`config.mk`:
```
export PLATFORM = sky130hd
export DESIGN_NAME = rcc_ctrl
export DESIGN_NICKNAME = d
export VERILOG_FILES = /design/src/rtl/rcc_pkg.sv /design/src/rtl/rcc_ctrl.sv
export SDC_FILE = /design/constraint.sdc
export NUM_CORES = 1
export LEC_CHECK = 0
export ABC_AREA = 1
export BUFFER_PORTS_ARGS = -buffer_cell sky130_fd_sc_hd__buf_2
export CORE_AREA = 2 2 39 41
export CTS_BUF_LIST = sky130_fd_sc_hd__clkbuf_8
export DETAILED_ROUTE_END_ITERATION = 12
export DIE_AREA = 0 0 41 43
export GPL_ROUTABILITY_DRIVEN = 0
export PLACE_DENSITY = 0.35
export SLEW_MARGIN = 20
export SYNTH_ARGS = -nofsm -noshare
export SYNTH_HDL_FRONTEND = slang
export SYNTH_SLANG_ARGS = --single-unit
```
`constraint.sdc`:
```
create_clock -name clk -period 2 [get_ports clk]
set_clock_uncertainty 0.15 [all_clocks]
set_input_delay 0.2 -clock clk [delete_from_list [all_inputs] [get_ports clk]]
set_output_delay 0.2 -clock clk [all_outputs]
set_load 0.02 [all_outputs]
```
`src/rtl/rcc_pkg.sv`:
```
// Package: shared opcode and sequencing types of the recomputation checker.
// Assumes: opcodes are 3 bits wide; the codes left unused give a zero result.
package rcc_pkg;

    typedef enum logic [2:0] {
        OP_ADD = 3'd0,
        OP_SUB = 3'd1,
        OP_AND = 3'd2,
        OP_OR  = 3'd3,
        OP_XOR = 3'd4
    } alu_op_e;

    typedef enum logic [1:0] {
        PH_IDLE   = 2'd0,
        PH_FIRST  = 2'd1,
        PH_SECOND = 2'd2,
        PH_FINISH = 2'd3
    } phase_e;

endpackage

```
`src/rtl/rcc_ctrl.sv`:
```
// Module: rcc_ctrl
// Sequencer: idle -> plain pass -> shifted pass -> finish. A mismatch on the
// shifted pass sends it back to the plain pass once. A second mismatch
// finishes the operation with an error.
// Assumes: mismatch is valid during the shifted pass only.
module rcc_ctrl
    import rcc_pkg::*;
(
    input  logic clk,
    input  logic rst_n,
    input  logic in_valid,
    input  logic mismatch,
    output logic in_ready,
    output logic take,
    output logic pass_plain,
    output logic pass_shift,
    output logic finish,
    output logic finish_err,
    output logic done
);

    phase_e phase;
    logic   retried;

    assign in_ready   = (phase == PH_IDLE);
    assign take       = in_valid && in_ready;
    assign pass_plain = (phase == PH_FIRST);
    assign pass_shift = (phase == PH_SECOND);
    assign finish     = pass_shift && (!mismatch || retried);
    assign finish_err = pass_shift && mismatch && retried;
    assign done       = (phase == PH_FINISH);

    // Advance the phase and track whether the retry has been used.
    always_ff @(posedge clk) begin
        if (!rst_n) begin
            phase   <= PH_IDLE;
            retried <= 1'b0;
        end else begin
            case (phase)
                PH_IDLE: begin
                    if (take) begin
                        phase   <= PH_FIRST;
                        retried <= 1'b0;
                    end
                end
                PH_FIRST:  phase <= PH_SECOND;
                PH_SECOND: begin
                    if (mismatch && !retried) begin
                        phase   <= PH_FIRST;
                        retried <= 1'b1;
                    end else begin
                        phase <= PH_FINISH;
                    end
                end
                default:   phase <= PH_IDLE;
            endcase
        end
    end


    accept_busy_chk: assert property (@(posedge clk) disable iff (!rst_n)
        (in_valid && in_ready) |=> !in_ready);


    done_pulse_chk: assert property (@(posedge clk) disable iff (!rst_n)
        done |=> !done);


    clean_finish_chk: assert property (@(posedge clk) disable iff (!rst_n)
        (pass_shift && !mismatch) |=> done);


    retry_once_chk: assert property (@(posedge clk) disable iff (!rst_n)
        (pass_shift && mismatch && !retried) |=> (pass_plain && !done));


    second_miss_chk: assert property (@(posedge clk) disable iff (!rst_n)
        (pass_shift && mismatch && retried) |=> done);

endmodule

```
==> metrics.cfg, run 1 <==
[global_route]
grt_util_met1_pct = 6.37
grt_pass1_wl_um = 614
grt_max_degree = 6
antenna_found_initial = 0
met2_usage_pct = 6.56
grt_busiest_layer = met2
grt-ovfl-total = 0
met3_usage_pct = 6.28
grt_usage_pct = 6.21
grt_pass1_vias = 170

[logic_synthesis]
synthCells = 26
synth-seq-cells = 3
syn_area_um2 = 175
synth_seq_area_share_pct = 34.3
syn_nets = 30
syn_avg_cell_area_um2 = 6.74
ys.warnings.count = 0
yosysUniqueCellTypes = 9

[job]
maxCapViolCount = 0

[routing]
via_count = 190
drt_wl_total_um = 398
drt_iter0_markers = 0
route.detailed.drc = 0
drt.antenna.violating_nets = 0
viasPerCell = 3.39
routedWlPerCell_um = 7.11
drt-pass1-iter-count = 1

[layout]
fillCellCount = 167
register_area_um2 = 60.1
area_growth_pct = 65.7
num_antenna_cells = 0
layout_common_cells = 10 x buf_2, 6 x inv_1, 5 x nand2_1
layout-drive-gt1-share_pct = 55.0
nets = 45
post-route-util_pct = 21.0
multi_input_area_um2 = 85.1
mostFrequentLayoutCell = buf_2

[power]
seq_power_share_pct = 24.5
power-per-cell-area_mw_per_mm2 = 964
ir_drop_mv = 0.515
p_leak_nw = 0.161
netSwitchingPower_w = 0.0000706
netSwitchingFraction_pct = 25.2
internal-power_w = 0.000209
combPwrFrac_pct = 15.0
p_clk_share_pct = 60.4

[worst_setup_path]
startpoint = phase[1]$_SDFFE_PN0P_
r2r_cells = 4
critPathArrivalTime_ps = 1080
worstSetupPathType = register to output port
reg2reg_slack_ps = 1050
required_ps = 1650
critPathLaunchType = register
r2r-end = retried$_SDFFE_PN0P_
regToRegStartpoint = phase[0]$_SDFFE_PN0P_
critical_path.endpoint_type = output port
worstPathMaxFanout = 4

[cts]
cts-resized-gates = 0
path_clk_slew_ps = 30
htree_num_levels = 1
cts_made_buffers = 3
cts_setup_buffers = 0
cts_root_buf = clkbuf_8
cts_buffer_depth = 2
clkSinkCount = 3
cts_tree = built
clock_latency_ps = 210
cts_hold_buffers = 0

[floorplanning]
start_util_pct = 12.7
coreArea_mm2 = 0.00138
fp.dieArea_mm2 = 0.00176
die_h_um = 43
ios = 11
rows = 14
dieWidth_um = 41

[outcome]
outcome = finished clean

[sta]
rsz0062_at_grt = false
finalMaxSlewViolations = 0
min_period_ps = 1430
relSlewSlack_pct = 85.0
fmax_mhz = 701
tightest_slew_ps = 223
hold_viol = 0
setup_viol = 0
setup_slack_ps = 573
setup_tns_ps = 0
fin_crit_sh_pct = 71.4

[placement]
place_hpwl_um = 325
portBuffers = 10
pre_cts_ws_ps = 788

[hold_path]
worstHoldStart = rst_n
hold_class = input port to register
whs_endpoint = phase[0]$_SDFFE_PN0P_
hold_depth = 3

registers in the layout, summed over array words and instances, names as in the netlist:
name,cells
retried,1
phase,2
Yosys cell counts:
master | count | area share [%]
nor2_1 | 3 | 6.4
a21oi_2 | 3 | 15
dfxtp_1 | 3 | 34
o21ai_0 | 1 | 2.9
nand2_2 | 2 | 7.1
inv_2 | 3 | 6.4
inv_1 | 5 | 11
nand2_1 | 5 | 11
nor2_4 | 1 | 6.4
layout make-up:
| type | count | share of cell area [%] |
|---|---|---|
| Multi-Input combinational cell | 15 | 29.3 |
| Sequential cell | 3 | 20.7 |
| Timing Repair Buffer | 10 | 17.2 |
| Clock buffer | 3 | 14.2 |
| Inverter | 8 | 10.3 |
| Tap cell | 16 | 6.90 |
| Clock inverter | 1 | 1.29 |
worst max path at each step:
stage | end | slack (ps) | depth (start not counted)
3_3_place_gp | finish_err | 790 | 5
4_1_cts | finish_err | 550 | 5
2_1_floorplan | finish_err | 690 | 4
5_1_grt | finish_err | 490 | 5
3_5_place_dp | finish_err | 790 | 5
6_report | finish_err | 570 | 5
cells by family (layout without fill, tap and decap cells):
group | after synthesis | count (layout) | synth area share [%]
buffers and inverters | 8 | 22 | 17.1
DFF | 3 | 3 | 34.3
and+or+nand+nor | 11 | 11 | 30.7
AOI/OAI and AO/OA | 4 | 4 | 17.9
metrics by stage:
stage          power [W]  instance area [um^2]  std cells  hold slack (ps)
6_report        0.000280                   290         56              114
5_1_grt         0.000299                   290         56              131
4_1_cts         0.000288                   290         56              118
3_5_place_dp    0.000112                   245         52              339
3_3_place_gp    0.000112                   245         52              335
2_1_floorplan  0.0000979                   175         26              206
routing by layer:
layer  share of wire, %  vias up
met5                  0        -
met2                 38       12
li1                   -      104
met3                 14        2
met4                3.0        0
met1                 44       72
power by group through the flow:
stage / logic (W) / clock network (W) / registers (W)
after global routing: 0.0000473 / 0.000183 / 0.0000693
after detailed placement: 0.0000428 / 0 / 0.0000696
after global placement: 0.0000425 / 0 / 0.0000697
final: 0.0000421 / 0.000169 / 0.0000687
after floorplan: 0.0000291 / 0 / 0.0000688
after CTS: 0.0000429 / 0.000177 / 0.0000688
critical path, cell delays in order (launching register included):
cell and delay [ps]:
dfxtp_1 370, inv_2 70, nor2_4 110, inv_2 70, nor2_1 80, buf_2 160
Power figures use the tool's default switching activity.
==> inputs of run 2 (changes only) <==
Settings changed: PLACE_DENSITY 0.35 to 0.36.
Clock period 2 ns to 1.2 ns, I/O delays scaled along.
==> run 2 against run 1 <==
The flow now finishes with violations (setup timing). Global-route usage grew 1.6 points. Wire length grew 15%. Worst hold slack lost 87 ps. First-iteration DRC count grew 3. Clock power grew 72%. Utilization grew 3.3 points. Die area is the same. Sequential share of layout area shrank 2.1 points. Critical endpoint unchanged.
==> metrics.cfg, run 2 (same netlist as run 1, synthesis figures left out) <==
[outcome]
outcome = finished with violations
violations = setup timing

[layout]
post-route-util_pct = 24.3  ; +3.3 points
top_register = phase
final_area_um2 = 337  ; +16%
largest_reg_flops = 2  ; unchanged
multi_input_area_um2 = 90.1  ; +5.9%
num_antenna_cells = 0  ; unchanged
area_growth_pct = 92.1
nets = 47  ; +4.4%
layout-drive-gt1-share_pct = 69.0  ; +14 points
layout_common_cells = 5 x nand2_1, 5 x inv_1, 5 x buf_2, 4 x inv_2, 4 x buf_4
reg_top3 = phase (2), retried (1)
fillCellCount = 161  ; -3.6%
register_area_um2 = 62.6  ; +4.2%

[cts]
cts_hold_buffers = 0  ; unchanged
cts_made_buffers = 3  ; unchanged
path_clk_slew_ps = 30  ; about the same
cts_buffer_depth = 2  ; unchanged
clkSinkCount = 3  ; unchanged
clock_latency_ps = 220  ; about the same
cts_tree = built
htree_num_levels = 1  ; unchanged
cts_root_buf = clkbuf_8

[job]
maxCapViolCount = 0  ; unchanged

[floorplanning]
start_util_pct = 12.7  ; unchanged
die_h_um = 43  ; unchanged
dieWidth_um = 41  ; unchanged
fp.dieArea_mm2 = 0.00176  ; unchanged
rows = 14  ; unchanged
ios = 11  ; unchanged
coreArea_mm2 = 0.00138  ; unchanged

[placement]
pre_cts_ws_ps = 90.0  ; -698 ps
place_hpwl_um = 326  ; +0.31%
portBuffers = 10  ; unchanged
dpl_cell_area_um2 = 248  ; +1.0%

[routing]
viasPerCell = 3.59  ; +5.7%
via_count = 208  ; +9.5%
drt.antenna.violating_nets = 0  ; unchanged
wl_met2_um = 211  ; +40%
routedWlPerCell_um = 7.90  ; +11%
wl_met1_um = 169  ; -4.0%
drt_iter0_markers = 3  ; +3
wl_met3_um = 48  ; -16%
top_layer_used = met4
drt-pass1-iter-count = 4  ; +3
route.detailed.drc = 0  ; unchanged
drt_wl_total_um = 458  ; +15%

[worst_setup_path]
cp_top_family = flip-flops
critPathLaunchType = register
critPathArrivalTime_ps = 950  ; -130 ps
worstSetupPathType = register to output port
cp_cell_sequence = nor2_4 -> inv_2 -> nor2_2 -> buf_6
cp_num_buf_inv = 2  ; -1
r2r-end = retried$_SDFFE_PN0P_
cp.depth = 4  ; -1
reg2reg_slack_ps = 210  ; -840 ps
required_ps = 930  ; -720 ps
max_stage_delay_ps = 340  ; -30 ps
worstPathMaxFanout = 5  ; +1
critical_path.endpoint_type = output port
cp_slowest_cell = dfxtp_2
r2r_cells = 4  ; unchanged
regToRegStartpoint = phase[0]$_SDFFE_PN0P_

[global_route]
antenna_found_initial = 0  ; unchanged
grt_max_degree = 6  ; unchanged
grt_pass1_wl_um = 690  ; +12%
grt_usage_pct = 7.82  ; +1.6 points
grt_pass1_vias = 159  ; -6.5%
grt-ovfl-total = 0  ; unchanged

[hold_path]
whs_endpoint = phase[0]$_SDFFE_PN0P_
hold_depth = 3  ; unchanged
hold_class = input port to register
worstHoldStart = rst_n

[sta]
min_period_ps = 1220
hold_viol = 0  ; unchanged
fmax_mhz = 819
finalMaxSlewViolations = 0  ; unchanged
setup_viol = 1  ; +1
rsz0062_at_grt = true
setup_slack_ps = -21.7  ; -594 ps
relSlewSlack_pct = 85.3  ; +0.34 points
fin_crit_sh_pct = 102
tightest_slew_ps = 218  ; -4.99 ps

[power]
p_leak_nw = 0.173  ; +7.1%
power-per-cell-area_mw_per_mm2 = 1460  ; +52%
ir_drop_mv = 0.391  ; -24%

run 2: worst reg2reg max path: cells and delay by family (launching register included):
family	cells	cell delay, ps
flip-flops	1	340
buffers and inverters	2	190
AND/OR/NAND/NOR	1	140
AO/OA/AOI/OAI	1	110
run 2: stage by stage:
step,instances,TNS (ps),total power [W],hold slack [ps]
floorplan,26,0,0.000164,126
global route,58,-177,0.000530,38.9
detailed placement,52,0,0.000187,255
CTS,58,-91.8,0.000504,27.6
finish,58,-21.7,0.000492,27.1
global placement,52,0,0.000188,253
run 2: how the worst max path moves through the flow:
| stage | start | endpoint | slack (ps) |
|---|---|---|---|
| floorplan | phase[1]$_SDFFE_PN0P_ | finish_err | 60 |
| global placement | phase[1]$_SDFFE_PN0P_ | finish_err | 90 |
| detailed placement | phase[1]$_SDFFE_PN0P_ | finish_err | 90 |
| CTS | phase[1]$_SDFFE_PN0P_ | finish_err | -60 |
| global route | phase[0]$_SDFFE_PN0P_ | finish_err | -80 |
| finish | phase[0]$_SDFFE_PN0P_ | finish_err | -20 |
run 2: area by class of cell:
class | count | area share (%)
clock inverters | 1 | 1.12
multi-input cells | 15 | 26.8
inverters | 8 | 8.92
well taps | 16 | 5.95
repair buffers | 12 | 26.4
clock buffers | 3 | 12.3
flip-flops and latches | 3 | 18.6
run 2: per-layer routing:
metal / vias up / track usage [%]
met5: - / 0
met4: 0 / 14.0
met3: 4 / 6.81
met2: 11 / 8.44
met1: 87 / 5.43
li1: 106 / -
run 2: repair_timing:
item / 4_1_cts / 5_1_grt
buffers inserted: 2 / 0
gates resized for setup: 8 / 4
gates cloned: 0 / 0
setup endpoints to repair: 6 / 7
pin swaps: 1 / 1
run 2: report_power, final:
| group | switching (W) | internal, W |
|---|---|---|
| logic | 0.0000500 | 0.0000368 |
| registers | 0.00000716 | 0.000107 |
| clock network | 0.0000723 | 0.000218 |
| total | 0.000129 | 0.000363 |
==> inputs of run 3 (changes only) <==
Settings changed: ABC_AREA 1 to 0, PLACE_DENSITY 0.36 to 0.34, SLEW_MARGIN 20 to 0.
==> run 3 against run 2 <==
The run still ends with setup timing left. Utilization is 4.0 points higher. Setup slack worse by 130 ps. Global-route usage is 1.0 points lower. Via count is 6.3% lower. Cell area is 16% higher. Wire length is 2.0% higher. Combinational power is 29% higher. Critical path depth is 1 lower.
==> metrics.cfg, run 3 <==
[logic_synthesis]
syn_avg_cell_area_um2 = 9.42  ; +40%
syn_area_um2 = 160  ; -8.6%
synth_edf_count = 0  ; unchanged
yosysTopAreaCellShare_pct = 37.5  ; +3.2 points
ys.warnings.count = 0  ; unchanged
yosysUniqueCellTypes = 12  ; +3
syn_nets = 21  ; -30%
synth-seq-cells = 3  ; unchanged
netlist_top_cells_count = 3 x dfxtp_1, 2 x and2_1, 2 x inv_1, 2 x nor2_1
post-synth-top-count-cell = dfxtp_1
synth_top_cell_by_area = dfxtp_1
synthFlopType = dfxtp_1
async_reset_ff_share_pct = 0  ; unchanged
synthCells = 17  ; -35%
synth_area_leaders = dfxtp_1 38%, a21boi_4 12%, and2_1 7.8%
synth_seq_area_share_pct = 37.5  ; +3.2 points

[global_route]
grt_max_degree = 6  ; unchanged
grt_usage_pct = 6.81  ; -1.0 points
grt_pass1_wl_um = 724  ; +4.9%
grt-ovfl-total = 0  ; unchanged
grt_pass1_vias = 193  ; +21%
antenna_found_initial = 0  ; unchanged

[placement]
pre_cts_ws_ps = 26.8  ; -63.2 ps
place_hpwl_um = 343  ; +5.2%
portBuffers = 10  ; unchanged
placed_cells = 45  ; -13%

[worst_setup_path]
max_stage_delay_ps = 310  ; -30 ps
required_ps = 930  ; about the same
worstSetupPathType = register to output port
cp_num_buf_inv = 1  ; -1
critPathArrivalTime_ps = 1080  ; +130 ps
cp_slowest_cell = dfxtp_2
critPathLaunchType = register
worstPathMaxFanout = 3  ; -2
cp_top_family = flip-flops
critical_path.endpoint_type = output port
cp_cell_sequence = and2b_4 -> a21boi_4 -> buf_6

[sta]
setup_tns_ps = -483  ; -462 ps
relSlewSlack_pct = 86.7  ; +1.3 points
rsz0062_at_grt = true
min_period_ps = 1350  ; +128 ps
setup_viol = 5  ; +4
hold_slack_ps = 1.77  ; -25.3 ps
tightest_slew_ps = 198  ; -20.0 ps
fmax_mhz = 741  ; -9.5%
finalMaxSlewViolations = 0  ; unchanged
setup_slack_ps = -150  ; -128 ps
hold_viol = 0  ; unchanged
fin_crit_sh_pct = 112  ; +11 points

[layout]
largest_reg_flops = 2  ; unchanged
top_register = phase
instances_no_fill = 55  ; -5.2%
reg_top3 = phase (2), retried (1)
layout_common_cells = 7 x buf_4, 5 x buf_2, 5 x buf_6, 3 x clkbuf_8
num_antenna_cells = 0  ; unchanged
mostFrequentLayoutCell = buf_4
layout-drive-gt1-share_pct = 74.4  ; +5.3 points
area_growth_pct = 145
nets = 44  ; -6.4%

[routing]
routedWlPerCell_um = 8.49  ; +7.5%
drt_wl_total_um = 467  ; +2.0%
via_count = 195  ; -6.3%
viasPerCell = 3.55  ; -1.1%
drt_iter0_markers = 0  ; -3
route.detailed.drc = 0  ; unchanged
drt-pass1-iter-count = 1  ; -3
drt.antenna.violating_nets = 0  ; unchanged

[power]
total_power_w = 0.000509  ; +3.4%
power-per-cell-area_mw_per_mm2 = 1300  ; -11%
ir_drop_mv = 0.561  ; +43%
p_leak_nw = 0.193  ; +12%

[floorplanning]
die_h_um = 43  ; unchanged
coreArea_mm2 = 0.00138  ; unchanged
ios = 11  ; unchanged
fp.dieArea_mm2 = 0.00176  ; unchanged
start_util_pct = 11.6  ; -1.1 points
rows = 14  ; unchanged
dieWidth_um = 41  ; unchanged

[outcome]
outcome = finished with violations
violations = setup timing

[cts]
cts_root_buf = clkbuf_8
clock_latency_ps = 210  ; about the same
path_clk_slew_ps = 30  ; about the same
cts_buffer_depth = 2  ; unchanged
htree_num_levels = 1  ; unchanged
cts_tree = built
clkSinkCount = 3  ; unchanged
cts_made_buffers = 3  ; unchanged

[hold_path]
hold_class = input port to register

[job]
maxCapViolCount = 0  ; unchanged

==> run 3: cell count changes after synthesis, moves of 2 or more <==
cell | previous run | this run
nand2_1 | 5 | 0
a21oi_2 | 3 | 0
inv_1 | 5 | 2
inv_2 | 3 | 0
and2_1 | 0 | 2
nand2_2 | 2 | 0
==> run 3: worst paths after layout <==
path,cells past startpoint,endpoint,slack [ps],startpoint
setup reg to reg,5,phase[1]$_SDFFE_PN0P_,-110,phase[1]$_SDFFE_PN0P_
hold / removal,2,phase[0]$_SDFFE_PN0P_,2,in_valid
setup / recovery,3,finish,-150,phase[0]$_SDFFE_PN0P_
hold reg to reg,2,retried$_SDFFE_PN0P_,430,retried$_SDFFE_PN0P_
==> run 3: layer usage <==
metal	global-route usage, %	vias up	share of wire (%)
met1	7.03	78	43
li1	-	102	-
met4	10.0	0	3.0
met3	2.09	2	14
met5	0	-	0
met2	8.44	13	39
==> run 3: layout make-up <==
type                    count  area (um^2)
multi-input cells          12          110
clock buffers               3         41.3
well taps                  16         20.0
clock inverters             1         3.75
inverters                   2         7.51
flip-flops and latches      3         65.1
fillers                   153          992
repair buffers             18          144
==> run 3: logic make-up after synthesis <==
| group | count (synthesis) | share of synthesized area, % |
|---|---|---|
| buffers and inverters | 2 | 4.69 |
| flip-flops | 3 | 37.5 |
| AND/OR/NAND/NOR | 7 | 28.9 |
| AO/OA/AOI/OAI | 5 | 28.9 |
==> run 3: power by group <==
| part | switching [W] | internal [W] |
|---|---|---|
| combinational | 0.0000489 | 0.0000633 |
| sequential | 0.00000677 | 0.000106 |
| clock | 0.0000662 | 0.000218 |
| total | 0.000122 | 0.000387 |
==> run 3: what timing repair did <==
item / CTS / global route
hold buffers: 1 / 0
buffers inserted: 3 / 2
pin swaps: 3 / 2
resized for setup: 13 / 5
setup endpoints to repair: 6 / 7
endpoints found under the hold margin: 1 / 0
==> run 3: per-stage QoR <==
step | util [%] | instance area [um^2]
floorplan | - | 163
global placement | 17.9 | 248
detailed placement | 17.9 | 248
CTS | 25.9 | 359
global route | 28.3 | 392
finish | 28.3 | 392
